===== src/rtl/tt_walker_pkg.sv =====
package tt_walker_pkg;
  localparam int DW       = 32;           // address and descriptor width
  localparam int SPLIT_W  = 3;            // base selection control width
  localparam int ATTR_W   = 5;            // region attribute field width
  localparam int SECT_SH  = 20;           // 1 MB section shift
  localparam int LARGE_SH = 16;           // 64 KB page shift
  localparam int SMALL_SH = 12;           // 4 KB page shift
  localparam int L1_IDX_W = DW - SECT_SH; // first-level index bits
  localparam int L1_ALN   = L1_IDX_W + 2; // first-level table alignment
  localparam int L2_IDX_W = SECT_SH - SMALL_SH;
  localparam int L2_ALN   = L2_IDX_W + 2;

  typedef enum logic [2:0] {
    DK_FAULT, DK_SECTION, DK_TABLE, DK_LARGE, DK_SMALL
  } dkind_e;

  typedef enum logic [2:0] {
    ST_IDLE, ST_L1_REQ, ST_L1_WAIT, ST_L2_REQ, ST_L2_WAIT, ST_DONE
  } wstate_e;

  localparam logic [1:0] SZ_SECTION = 2'b00;
  localparam logic [1:0] SZ_LARGE   = 2'b01;
  localparam logic [1:0] SZ_SMALL   = 2'b10;
endpackage


===== src/rtl/tt_walk_root.sv =====
module tt_walk_root
  import tt_walker_pkg::*;
(
  input  logic [DW-1:0]      va,
  input  logic [DW-1:0]      base0,
  input  logic [DW-1:0]      base1,
  input  logic [SPLIT_W-1:0] split,
  input  logic               nowalk0,
  input  logic               nowalk1,
  output logic               use_b1,
  output logic               blocked,
  output logic [DW-1:0]      l1_addr,
  output logic [ATTR_W-1:0]  attr
);
  logic [DW-1:0] mask0;
  logic [DW-1:0] idx0;
  logic [DW-1:0] addr0;
  logic [DW-1:0] addr1;

  always_comb begin
    use_b1 = 1'b0;
    if (split != '0)
      use_b1 = (va >> (DW - int'(split))) != '0;
    // base 0 table shrinks as the split grows
    mask0 = {DW{1'b1}} << (L1_ALN - int'(split));
    idx0  = (va >> SECT_SH) & ({DW{1'b1}} >> (DW - L1_IDX_W + int'(split)));
    addr0 = (base0 & mask0) | (idx0 << 2);
    addr1 = {base1[DW-1:L1_ALN], va[DW-1:SECT_SH], 2'b00};
    l1_addr = use_b1 ? addr1 : addr0;
    blocked = use_b1 ? nowalk1 : nowalk0;
    attr    = use_b1 ? base1[ATTR_W-1:0] : base0[ATTR_W-1:0];
  end
endmodule


===== src/rtl/tt_walk_decode.sv =====
module tt_walk_decode
  import tt_walker_pkg::*;
(
  input  logic [DW-1:0] desc,
  input  logic          second,
  input  logic [DW-1:0] va,
  output dkind_e        kind,
  output logic [DW-1:0] pa,
  output logic [DW-1:0] next_addr
);
  always_comb begin
    kind      = DK_FAULT;
    pa        = '0;
    next_addr = {desc[DW-1:L2_ALN], va[SECT_SH-1:SMALL_SH], 2'b00};
    if (!second) begin
      unique case (desc[1:0])
        2'b10: begin
          kind = DK_SECTION;
          pa   = {desc[DW-1:SECT_SH], {SECT_SH{1'b0}}};
        end
        2'b01:   kind = DK_TABLE;
        default: kind = DK_FAULT;   // unmapped, or removed fine table
      endcase
    end else begin
      unique case (desc[1:0])
        2'b00: kind = DK_FAULT;
        2'b01: begin
          kind = DK_LARGE;
          pa   = {desc[DW-1:LARGE_SH], {LARGE_SH{1'b0}}};
        end
        default: begin
          kind = DK_SMALL;
          pa   = {desc[DW-1:SMALL_SH], {SMALL_SH{1'b0}}};
        end
      endcase
    end
  end
endmodule


===== src/rtl/tt_walker.sv =====
module tt_walker
  import tt_walker_pkg::*;
(
  input  logic               clk,
  input  logic               rst_n,
  input  logic               miss_valid,
  output logic               miss_ready,
  input  logic [DW-1:0]      miss_va,
  input  logic               miss_secure,
  input  logic [DW-1:0]      sec_base0,
  input  logic [DW-1:0]      sec_base1,
  input  logic [SPLIT_W-1:0] sec_split,
  input  logic               sec_nowalk0,
  input  logic               sec_nowalk1,
  input  logic [DW-1:0]      nsec_base0,
  input  logic [DW-1:0]      nsec_base1,
  input  logic [SPLIT_W-1:0] nsec_split,
  input  logic               nsec_nowalk0,
  input  logic               nsec_nowalk1,
  output logic               rd_valid,
  input  logic               rd_ready,
  output logic [DW-1:0]      rd_addr,
  output logic               rd_secure,
  output logic [ATTR_W-1:0]  rd_attr,
  input  logic               rsp_valid,
  input  logic [DW-1:0]      rsp_data,
  output logic               done,
  output logic               fault,
  output logic               fault_page,
  output logic [DW-1:0]      pa_base,
  output logic [1:0]         page_size
);
  wstate_e             state;
  logic [DW-1:0]       va_q;
  logic                sec_q;
  logic [ATTR_W-1:0]   attr_q;
  logic [DW-1:0]       addr_q;

  logic [DW-1:0]       w_base0, w_base1;
  logic [SPLIT_W-1:0]  w_split;
  logic                w_nw0, w_nw1;
  logic                use_b1, blocked;
  logic [DW-1:0]       l1_addr;
  logic [ATTR_W-1:0]   attr;

  dkind_e              kind;
  logic [DW-1:0]       dec_pa, dec_next;
  logic                in_l2;

  // world-banked register selection
  always_comb begin
    w_base0 = miss_secure ? sec_base0   : nsec_base0;
    w_base1 = miss_secure ? sec_base1   : nsec_base1;
    w_split = miss_secure ? sec_split   : nsec_split;
    w_nw0   = miss_secure ? sec_nowalk0 : nsec_nowalk0;
    w_nw1   = miss_secure ? sec_nowalk1 : nsec_nowalk1;
  end

  tt_walk_root root_i (
    .va(miss_va), .base0(w_base0), .base1(w_base1), .split(w_split),
    .nowalk0(w_nw0), .nowalk1(w_nw1), .use_b1(use_b1), .blocked(blocked),
    .l1_addr(l1_addr), .attr(attr)
  );

  assign in_l2 = (state == ST_L2_WAIT);

  tt_walk_decode dec_i (
    .desc(rsp_data), .second(in_l2), .va(va_q),
    .kind(kind), .pa(dec_pa), .next_addr(dec_next)
  );

  assign miss_ready = (state == ST_IDLE);
  assign rd_valid   = (state == ST_L1_REQ) || (state == ST_L2_REQ);
  assign rd_addr    = addr_q;
  assign rd_secure  = sec_q;
  assign rd_attr    = attr_q;
  assign done       = (state == ST_DONE);

  always_ff @(posedge clk) begin
    if (!rst_n) begin
      state      <= ST_IDLE;
      va_q       <= '0;
      sec_q      <= 1'b0;
      attr_q     <= '0;
      addr_q     <= '0;
      fault      <= 1'b0;
      fault_page <= 1'b0;
      pa_base    <= '0;
      page_size  <= SZ_SECTION;
    end else begin
      unique case (state)
        ST_IDLE: if (miss_valid) begin
          va_q   <= miss_va;
          sec_q  <= miss_secure;
          attr_q <= attr;
          addr_q <= l1_addr;
          if (blocked) begin
            fault      <= 1'b1;
            fault_page <= 1'b0;
            pa_base    <= '0;
            page_size  <= SZ_SECTION;
            state      <= ST_DONE;
          end else begin
            state <= ST_L1_REQ;
          end
        end
        ST_L1_REQ: if (rd_ready) state <= ST_L1_WAIT;
        ST_L2_REQ: if (rd_ready) state <= ST_L2_WAIT;
        ST_L1_WAIT, ST_L2_WAIT: if (rsp_valid) begin
          unique case (kind)
            DK_TABLE: begin
              addr_q <= dec_next;
              state  <= ST_L2_REQ;
            end
            DK_FAULT: begin
              fault      <= 1'b1;
              fault_page <= in_l2;
              pa_base    <= '0;
              page_size  <= SZ_SECTION;
              state      <= ST_DONE;
            end
            default: begin
              fault      <= 1'b0;
              fault_page <= 1'b0;
              pa_base    <= dec_pa;
              page_size  <= (kind == DK_LARGE) ? SZ_LARGE :
                            (kind == DK_SMALL) ? SZ_SMALL : SZ_SECTION;
              state      <= ST_DONE;
            end
          endcase
        end
        ST_DONE: state <= ST_IDLE;
        default: state <= ST_IDLE;
      endcase
    end
  end
endmodule


===== config.mk =====
export PLATFORM = sky130hd
export DESIGN_NAME = tt_walker
export DESIGN_NICKNAME = d
export VERILOG_FILES = /design/src/rtl/tt_walker_pkg.sv /design/src/rtl/tt_walk_root.sv /design/src/rtl/tt_walk_decode.sv /design/src/rtl/tt_walker.sv
export SDC_FILE = /design/constraint.sdc
export NUM_CORES = 1
export LEC_CHECK = 0
export ABC_AREA = 1
export BUFFER_PORTS_ARGS = -buffer_cell sky130_fd_sc_hd__buf_4
export CAP_MARGIN = 40
export CORE_AREA = 2 2 110 112
export DETAILED_ROUTE_END_ITERATION = 12
export DIE_AREA = 0 0 112 114
export PLACE_DENSITY = 0.79
export SYNTH_ARGS = -nofsm -noshare
export SYNTH_HDL_FRONTEND = slang
export SYNTH_SLANG_ARGS = --single-unit

===== constraint.sdc =====
create_clock -name clk -period 3.8 [get_ports clk]
set_clock_uncertainty 0.1 [all_clocks]
set_input_delay 0.38 -clock clk [delete_from_list [all_inputs] [get_ports clk]]
set_output_delay 0.38 -clock clk [all_outputs]
set_load 0.05 [all_outputs]

**Word-level counts from Yosys, hierarchy flattened**

Cells that the tools add are included.

- Register bits after elaboration: 97
- Bits of input ports: 208
- Output and inout bits: 77
- Logic and storage cells: 95

- Add/subtract/negate cells: 3
- Equal/unequal tests: 17
- Shift-type cells: 3
- Muxes and demuxes: 48
- Bitwise gates (word level): 3
- Reductions and logical operators: 12

Operator list:

| cell | number |
|---|---|
| $mux W32 | 11 |
| $pmux W32 S2 | 4 |
| $and A32 B32 Y32 | 1 |
| $or A32 B32 Y32 | 1 |
| $reduce_bool A32 Y1 | 1 |
| $shl A32 B32 Y32 const A | 1 |
| $shr A32 B32 Y30 const A | 1 |
| $shr A32 B32 Y32 | 1 |
| $and A12 B30 Y30 | 1 |
| $mux W3 | 8 |
| $eq A3 B2 Y1 const B | 4 |
| $ne A2 B2 Y1 const B | 6 |
| $pmux W2 S2 | 3 |
| $pmux W3 S4 | 1 |
| $mux W1 | 10 |
| $mux W2 | 5 |
| $eq A3 B3 Y1 const B | 3 |
| $pmux W1 S2 | 4 |
| $reduce_and A4 Y1 | 2 |
| $sub A6 B3 Y7 const A | 1 |
| $add A5 B3 Y6 const A | 1 |
| $logic_not A3 Y1 | 2 |
| $pmux W3 S2 | 1 |
| $mux W5 | 1 |
| other kinds (12) | 12 |

**Logic depth before layout (Yosys ltp)**

Gate-level depths: netlist of run 1.

- Depth after elaboration: 9
- Depth in mapped cells: 23
- Depth with buffers taken out: 20

**Hierarchy**

Synthesis of run 1 repeated with hierarchy kept, for this count alone.

- Cells, all modules: 1153
- Area total of the unflattened synthesis: 7408.4 sq um

Modules (own cells, without submodules):

| module | instances | cells each | area each (sq um) | sequential area each (sq um) |
|---|---|---|---|---|
| tt_walker | 1 | 870 | 5854.4 | 2182.1 |
| tt_walk_root | 1 | 186 | 947.2 | 0.0 |
| tt_walk_decode | 1 | 97 | 606.8 | 0.0 |

**Worst setup path after synthesis of run 1**

No wires, ideal clock.

- Path kind: input-to-reg
- From: input port miss_secure
- To: register pa_base[23]
- Library setup time: 113 ps
- Data arrival time: 2590 ps
- Data required time: 3587 ps
- Setup slack: 997 ps
- Cell stages on the path: 21
- Buffers on the path: 3
- Path through: buf_4 > inv_2 > buf_4 > or2_1 > o21ai_2 > ha_1 > inv_1 > ha_1 > nor2_1 > nand3_1 > nor2_1 > nand3_1 > nand2_1 > nand2_1 > nand3_1 > nand3_4 > nand2_4 > inv_4 > buf_6 > nor2_1 > nor2_1

- Longest elaborated chain between the ends: 8
- Elaborated cells on any way between the ends: 11
- Classes of those cells: add/sub (1); eq/ne (1); shift (1); mux (5); reduce/logical (3)

RTL lines:

| item | RTL line | RTL |
|---|---|---|
| start, declared | tt_walker.sv:9 | `input logic miss_secure,` |
| $mux W3 | tt_walker.sv:54 | `w_split = miss_secure ? sec_split : nsec_split;` |
| $sub A6 B3 Y7 | tt_walk_root.sv:23 | `use_b1 = (va >> (DW - int'(split))) != '0;` |
| $shr A32 B32 Y32 | tt_walk_root.sv:23 |  |
| $reduce_bool A32 Y1 | tt_walk_root.sv:23 |  |
| $mux W1 | tt_walk_root.sv:22 | `if (split != '0)` |
| $mux W1 (*) | tt_walk_root.sv:30 | `blocked = use_b1 ? nowalk1 : nowalk0;` |
| $ne A2 B1 Y1 (no source line) (*) | - |  |
| $reduce_and A5 Y1 (no source line) (*) | - |  |
| end signal, assigned | tt_walker.sv:125 | `pa_base <= dec_pa;` |
| end, declared | tt_walker.sv:30 | `output logic [DW-1:0] pa_base,` |

Every way passes the cells marked *; elsewhere a longest branch is shown, timed or not.
A chain may end at the register's enable or synchronous reset.

**Worst setup path in the final report of run 1**

- From: input port miss_secure
- To: register addr_q[31] (netlist: rd_addr[31])

- Longest elaborated chain between the ends: 8
- Elaborated cells on any way between the ends: 18
- Classes of those cells: add/sub (3); shift (3); mux (7); bitwise (3); reduce/logical (2)

RTL lines:

| item | RTL line | RTL |
|---|---|---|
| $mux W3 | tt_walker.sv:54 |  |
| $sub A6 B3 Y7 (tied with other cells) | tt_walk_root.sv:23 |  |
| $shr A32 B32 Y32 (tied with other cells) | tt_walk_root.sv:23 |  |
| $reduce_bool A32 Y1 (tied with other cells) | tt_walk_root.sv:23 |  |
| $mux W1 / $or A32 B32 Y32 (equally long branches) | tt_walk_root.sv:22, tt_walk_root.sv:27 |  |
| $mux W32 (*) | tt_walk_root.sv:29 | `l1_addr = use_b1 ? addr1 : addr0;` |
| $mux W32 (*) | tt_walker.sv:92 | `ST_IDLE: if (miss_valid) begin` |
| $pmux W32 S2 (*) | tt_walker.sv:91 | `unique case (state)` |
| end signal, assigned | tt_walker.sv:96 | `addr_q <= l1_addr;` |
| end signal, assigned | tt_walker.sv:112 | `addr_q <= dec_next;` |
| end, declared | tt_walker.sv:37 | `logic [DW-1:0] addr_q;` |

Every way passes the cells marked *; elsewhere a longest branch is shown, timed or not. The select of a mux whose other input is x is not followed.

==> results by group, run 1 <==
Clock network
  – CTS clock-pin slew for the worst setup and hold paths: 0.06 ns
  – Worst skew pair latency: about 0.33 ns
  – Root cell of the clock tree: clkbuf_16
  – CTS Buffer Depth: 2
  – Hold Buf Count CTS: 0
  – CTS sink count: 73
  – Setup Buffers After CTS: 0
  – Post_cts resized: 0
  – CTS H-tree depth: 3
  – CTS tree: yes
  – CTS Buf Count: 9

Timing
  – Slew headroom: 59.93%
  – Fin. max-slew vios: 0
  – Worst Tran Pin Value: 0.6001 ns
  – Period Utilization, post-route: 78.37%
  – Final hold violations: 0
  – RSZ-0062 raised after global routing: no
  – Max Clk Rate: 335.8 MHz
  – Setup violations, final: 0
  – Final TNS setup: 0 ns
  – Final min period: 2.978 ns

Critical path
  – Worst EP required: 3.92 ns
  – Crit path cell chain: buf_4 > inv_2 > or2_1 > o21ai_2 > ha_1 > inv_1 > nand2_1 > nand2_1 > nand2_1 > nand2_1 > nor2_1 > nand2_1 > nand3_1 > nand2_1 > nand2_4 > inv_1 > o21ai_0 > nand3_1 > a21oi_1
  – Worst path top cell family by delay: simple AND/OR/NAND/NOR gates
  – Crit path max fanout: 23
  – Worst Path Arrival: 3.10 ns
  – CP peak stage delay: 0.48 ns
  – Worst path bufs/invs: 4
  – Slowest cell on the critical path: inv_1
  – Crit path launch type: primary input
  – Critical path class: primary input to flop
  – CP most frequent cell: nand2_1
  – CP Capture Type: flop

Finish
  – Fillers: 1167
  – Layout cells sized above 1: 28.60%
  – Layout area overhead: 43.28%
  – Area of the multi-input gates: 2813 sq um
  – Fin nets: ~1200
  – Reg area: roughly 1500 sq um
  – Number of antenna diodes: 0

GRT
  – Initial antenna violation count: 0
  – Grt met1 use: between 30% and 40%
  – Global routing's busiest layer: met2
  – First-pass GRT wire length: 25430 microns
  – Total gr overflow: 0
  – Number of global-route vias before repair: 5091
  – Grt met2 use: 39.92%
  – Met3 Use GR: 4.888%
  – Tot GR Track Use: roughly 25%
  – Largest net degree at the start of global routing: just under 60

Yosys
  – Distinct cells, synth: 34
  – Number of synthesized register bits: 73
  – Synthesized area: between 4000 and 5000 sq um
  – Avg Cell Area, Syn: 6.070 sq um
  – Post-synth EDFFs: 0
  – Sequential share of the synthesized area: 30.83%
  – Post-synth top cells: 162 x nand2_1, 139 x nor2_1, 90 x a21oi_1
  – Post-synth ARST share: 0%
  – Syn Inst Count: 781
  – Synth top area share: 30.83%
  – Most frequent cell after synthesis: nand2_1
  – Ys flop type: dfxtp_1
  – Top post-synthesis cells by area: dfxtp_1 31%, nand2_1 13%, nor2_1 11%
  – Yosys Warn Count: 0
  – Largest area contributor in the netlist: dfxtp_1

Drt
  – DRT iter0 DRCs: 424
  – Via count: around 5700
  – DR vias/cell: 5.001
  – Final WL: 16420 microns
  – 1st-pass router iterations: 5
  – DRT antenna net count: 0
  – Post-DR wirelength/cell: approximately 14 microns
  – Post-route DRC: 0

Hold path
  – Worst min path class: primary input to flop

Power
  – Peak supply drop: 0.4118 mV
  – Total power: 5215 uW
  – Pwr Density: 767.7 nW/um^2
  – Leak: 0.003433 uW

Floorplan
  – Chip height: roughly 110 microns
  – Core Rows: 40
  – Placeable Area: around 12000 sq um
  – Die area: 12770 sq um
  – Chip width: 112 microns
  – Initial Util: ~40%
  – Number of I/O pins: 285

Run
  – Max cap viols: 0

Outcome
  – Status: complete, no violations

Placement
  – Routability congestion estimate: 0.9373
  – Port bufs: 234
  – Dpl hpwl: between 10000 and 15000 microns
layout by cell type, fill, tap and decap left out, types with 2 or more instances in the layout:
| master | count |
|---|---|
| mux2i_1 | 6 |
| inv_1 | 48 |
| dfxtp_1 | 73 |
| nor2_1 | 139 |
| nand2_1 | 162 |
| inv_6 | 2 |
| o21bai_1 | 2 |
| nor3_1 | 4 |
| conb_1 | 12 |
| o211ai_1 | 5 |
| inv_2 | 8 |
| or2_1 | 2 |
| clkinvlp_4 | 3 |
| or2_2 | 3 |
| nand2_4 | 2 |
| nand3_1 | 76 |
| a21oi_1 | 90 |
| ha_1 | 8 |
| buf_4 | 245 |
| nand2_2 | 3 |
| o21ai_0 | 77 |
| clkbuf_16 | 9 |
metal layers:
metal  share of wire (%)  vias up
met5                   0        -
met2                  47      224
met3                 7.0       20
met1                  44     2532
li1                    -     2925
met4                 1.7        0
cell type report:
| cell class | count | area share [%] |
|---|---|---|
| tap | 147 | 2.708 |
| clock buffer | 9 | 3.316 |
| inverter | 57 | 3.187 |
| clock inverter | 7 | 0.7920 |
| timing repair buffer | 245 | 27.08 |
| sequential | 73 | 21.51 |
| multi-input combinational | 602 | 41.41 |
path summary, 6_finish.rpt:
check	cells after the start	slack [ns]	to	startpoint
min	3	0.21	va_q[16]$_SDFFE_PN0P_	miss_va[16]
min reg2reg	2	0.35	va_q[19]$_SDFFE_PN0P_	va_q[19]$_SDFFE_PN0P_
max	19	0.82	rd_addr[31]$_SDFFE_PN0P_	miss_secure
max reg2reg	12	1.18	pa_base[17]$_SDFFE_PN0P_	state[1]$_SDFFE_PN0P_
report_power, final:
group	switching, uW	total [uW]	internal, uW
logic	2290	3280	993
registers	126	1130	1010
clock network	352	798	446
total	2770	5220	2450
kinds of logic (layout without fill, tap and decap cells):
| group | Yosys count | in the layout | share of synthesized area, % |
|---|---|---|---|
| muxes | 6 | 6 | 1.267 |
| DFF | 73 | 73 | 30.83 |
| adders and majority gates | 8 | 8 | 2.111 |
| and+or+nand+nor | 395 | 395 | 34.68 |
| AOI/OAI and AO/OA | 181 | 181 | 20.16 |
| buffers and inverters | 117 | 318 | 10.87 |
| other | 1 | 12 | 0.07910 |
sequential cells by signal, indices dropped and copies added, names as in the netlist:
signal	count
fault	1
fault_page	1
pa_base	20
page_size	2
rd_addr	32
rd_attr	5
rd_secure	1
state	3
va_q	8
worst register-to-register path: cells and delay by family (launching register included):
family	cells	cell delay, ns
buf+inv	2	0.37
compound gates	3	0.76
flops	1	0.41
simple gates	7	0.88
stage by stage:
stage / area (sq um) / std cells / worst slack [ns] / hold slack, ns / util, %
after floorplan: 4782 / 792 / 0.9969 / 0.3297 / -
after global placement: 6506 / 1123 / 0.4766 / 0.3421 / 55.56
after detailed placement: 6514 / 1124 / 0.4635 / 0.3479 / 55.62
after CTS: 6793 / 1140 / 0.8264 / 0.1965 / 58.00
after global routing: 6793 / 1140 / 0.5017 / 0.2303 / 58.00
final: 6793 / 1140 / 0.8218 / 0.2061 / 58.00
No activity file was read; power rests on OpenSTA's default activity.
==> run 2: changes to the inputs <==
==> constraint.sdc (replaced) <==
create_clock -name clk -period 2.9 [get_ports clk]
set_clock_uncertainty 0.1 [all_clocks]
set_input_delay 0.29 -clock clk [delete_from_list [all_inputs] [get_ports clk]]
set_output_delay 0.29 -clock clk [all_outputs]
set_load 0.05 [all_outputs]
==> run 2 against run 1 <==
Register-to-register slack worse by 0.66 ns. Sequential share of layout area is 0.47 points lower. Setup slack worse by 0.55 ns. Global-route usage is 0.48 points higher. Routed wire length is 2.3% higher. Non-clock buffer count is 10 higher. Critical endpoint is now rd_addr[25]$_SDFFE_PN0P_.
==> results by group, run 2 (synthesis gave the netlist of run 1 again) <==
Timing
  – Fin. max-slew vios: 0 (unchanged)
  – Max Clk Rate: 381.2 MHz
  – Fin worst setup slack: 0.2764 ns (-0.5454 ns)
  – Worst Tran Pin Value: 0.5740 ns (-0.02609 ns)
  – Slew headroom: 61.73% (+1.8 points)
  – Final TNS setup: 0 ns (unchanged)
  – Final hold violations: 0 (unchanged)
  – Setup violations, final: 0 (unchanged)
  – RSZ-0062 raised after global routing: no
  – Period Utilization, post-route: just over 90%
  – Final min period: about 2.6 ns

Placement
  – DP Worst Slack: -0.1303 ns (-0.5938 ns)
  – Dpl hpwl: 12750 microns (+0.99%)
  – Port bufs: 234 (unchanged)
  – Routability congestion estimate: 0.9370 (about the same)

Finish
  – Most frequent cells in the layout: 255 x buf_4, 162 x nand2_1, 139 x nor2_1, 90 x a21oi_1, 77 x o21ai_0
  – Layout area overhead: 46.48%
  – Number of antenna diodes: 0 (unchanged)
  – Fin nets: 1215 (+0.91%)
  – Commonest non-fill, non-tap cell in the layout: buf_4
  – Layout cells sized above 1: 29.38% (+0.78 points)
  – Max FFs per register: 32 (unchanged)

GRT
  – Number of global-route vias before repair: 5201 (+2.2%)
  – Initial antenna violation count: 0 (unchanged)
  – Largest net degree at the start of global routing: 59 (unchanged)
  – Tot GR Track Use: 25.23% (+0.48 points)
  – First-pass GRT wire length: 25940 microns (+2.0%)
  – Total gr overflow: 0 (unchanged)

Drt
  – 1st-pass router iterations: 5 (unchanged)
  – DRT antenna net count: 0 (unchanged)
  – Post-route DRC: 0 (unchanged)
  – Post-DR wirelength/cell: 14.59 microns (+1.3%)
  – Via count: 5807 (+1.9%)
  – DR vias/cell: 5.045 (+0.89%)
  – DRT iter0 DRCs: 444 (+4.7%)
  – Final WL: 16790 microns (+2.3%)

Clock network
  – Hold Buf Count CTS: 0 (unchanged)
  – CTS sink count: 73 (unchanged)
  – CTS Buffer Depth: 2 (unchanged)
  – Worst skew pair latency: 0.33 ns (about the same)
  – Root cell of the clock tree: clkbuf_16
  – CTS tree: yes
  – CTS clock-pin slew for the worst setup and hold paths: 0.06 ns (about the same)
  – Setup Buffers After CTS: 0 (unchanged)
  – CTS Buf Count: 9 (unchanged)
  – CTS H-tree depth: 3 (unchanged)
  – Post_cts resized: 0 (unchanged)

Critical path
  – Critical path class: primary input to flop
  – Worst Path Arrival: 2.78 ns (-0.32 ns)
  – CP Capture Type: flop
  – Worst EP required: 3.06 ns (-0.86 ns)
  – Crit path launch type: primary input
  – Crit path max fanout: 12 (-48%)

Power
  – Peak supply drop: 0.6147 mV (+49%)
  – Total power: 7204 uW (+38%)
  – Pwr Density: 1037 nW/um^2 (+35%)
  – Leak: 0.003514 uW (+2.3%)

Floorplan
  – Placeable Area: 11710 sq um (unchanged)
  – Core Rows: 40 (unchanged)
  – Chip height: 114 microns (unchanged)
  – Die area: 12770 sq um (unchanged)
  – Number of I/O pins: 285 (unchanged)
  – Chip width: 112 microns (unchanged)
  – Initial Util: 40.48% (unchanged)

Hold path
  – Worst min path class: primary input to flop

Outcome
  – Status: complete, no violations

Run
  – Max cap viols: 0 (unchanged)
## run 2: cell types whose count changed in the layout (fill, tap and decap cells not counted), sizes merged
cell    previous run  this run
buf              245       255
bufinv             0         3
inv               59        57
clkbuf             9        10
clkinv             2         1
## run 2: routing by layer
layer,part of all wire (%),wire [microns],vias up,global-route usage (%)
li1,-,-,2953,-
met1,44,7459,2580,34.71
met2,47,7880,246,40.36
met3,6.5,1093,28,4.623
met4,2.1,356,0,8.049
met5,0,0,-,0
## run 2: metrics by stage
step           utilization (%)  instances  cell area [sq um]  hold WS, ns
5_1_grt                  59.29       1151               6944       0.1374
6_report                 59.29       1151               6944       0.1223
3_3_place_gp             56.26       1134               6589       0.3401
4_1_cts                  59.20       1150               6933       0.1110
3_5_place_dp             56.26       1134               6589       0.3471
2_1_floorplan                -        792               4782       0.3249
## run 2: final timing paths
| path | cells past startpoint | startpoint | slack [ns] | to |
|---|---|---|---|---|
| setup / recovery | 18 | miss_secure | 0.28 | rd_addr[25]$_SDFFE_PN0P_ |
| hold reg to reg | 2 | va_q[19]$_SDFFE_PN0P_ | 0.36 | va_q[19]$_SDFFE_PN0P_ |
| hold / removal | 3 | miss_va[16] | 0.12 | va_q[16]$_SDFFE_PN0P_ |
| setup reg to reg | 13 | state[1]$_SDFFE_PN0P_ | 0.52 | fault$_SDFFE_PN0P_ |
## run 2: where the power goes
| group | leakage (uW) | switching [uW] | total (uW) | internal, uW |
|---|---|---|---|---|
| Combinational | 0.00275 | 3050 | 4430 | 1380 |
| Sequential | 0.000602 | 169 | 1490 | 1320 |
| Clock | 0.000163 | 436 | 1280 | 845 |
| Total | 0.00351 | 3650 | 7200 | 3550 |
## run 2: cell type report
class	count	area [sq um]
clock buffer	10	229.0
clock inverter	6	115.1
fill	1184	4767
inverter	57	220.2
multi-input combinational	602	2813
sequential	73	1461
tap	147	183.9
timing repair buffer	255	1914
timing repair inverter	1	7.507
## run 2: critical path: stages
cell and delay [ns]:
buf_4 0.13, inv_2 0.07, or2_1 0.22, o21ai_2 0.08
ha_1 0.20, inv_1 0.05, ha_1 0.28, nor2_1 0.10
nand3_1 0.09, nor2_1 0.09, nand3_1 0.07, nand2_1 0.06
nand2_1 0.11, nand2_4 0.16, clkinvlp_4 0.27, o21ai_0 0.15
nand3_1 0.16, a21oi_1 0.17
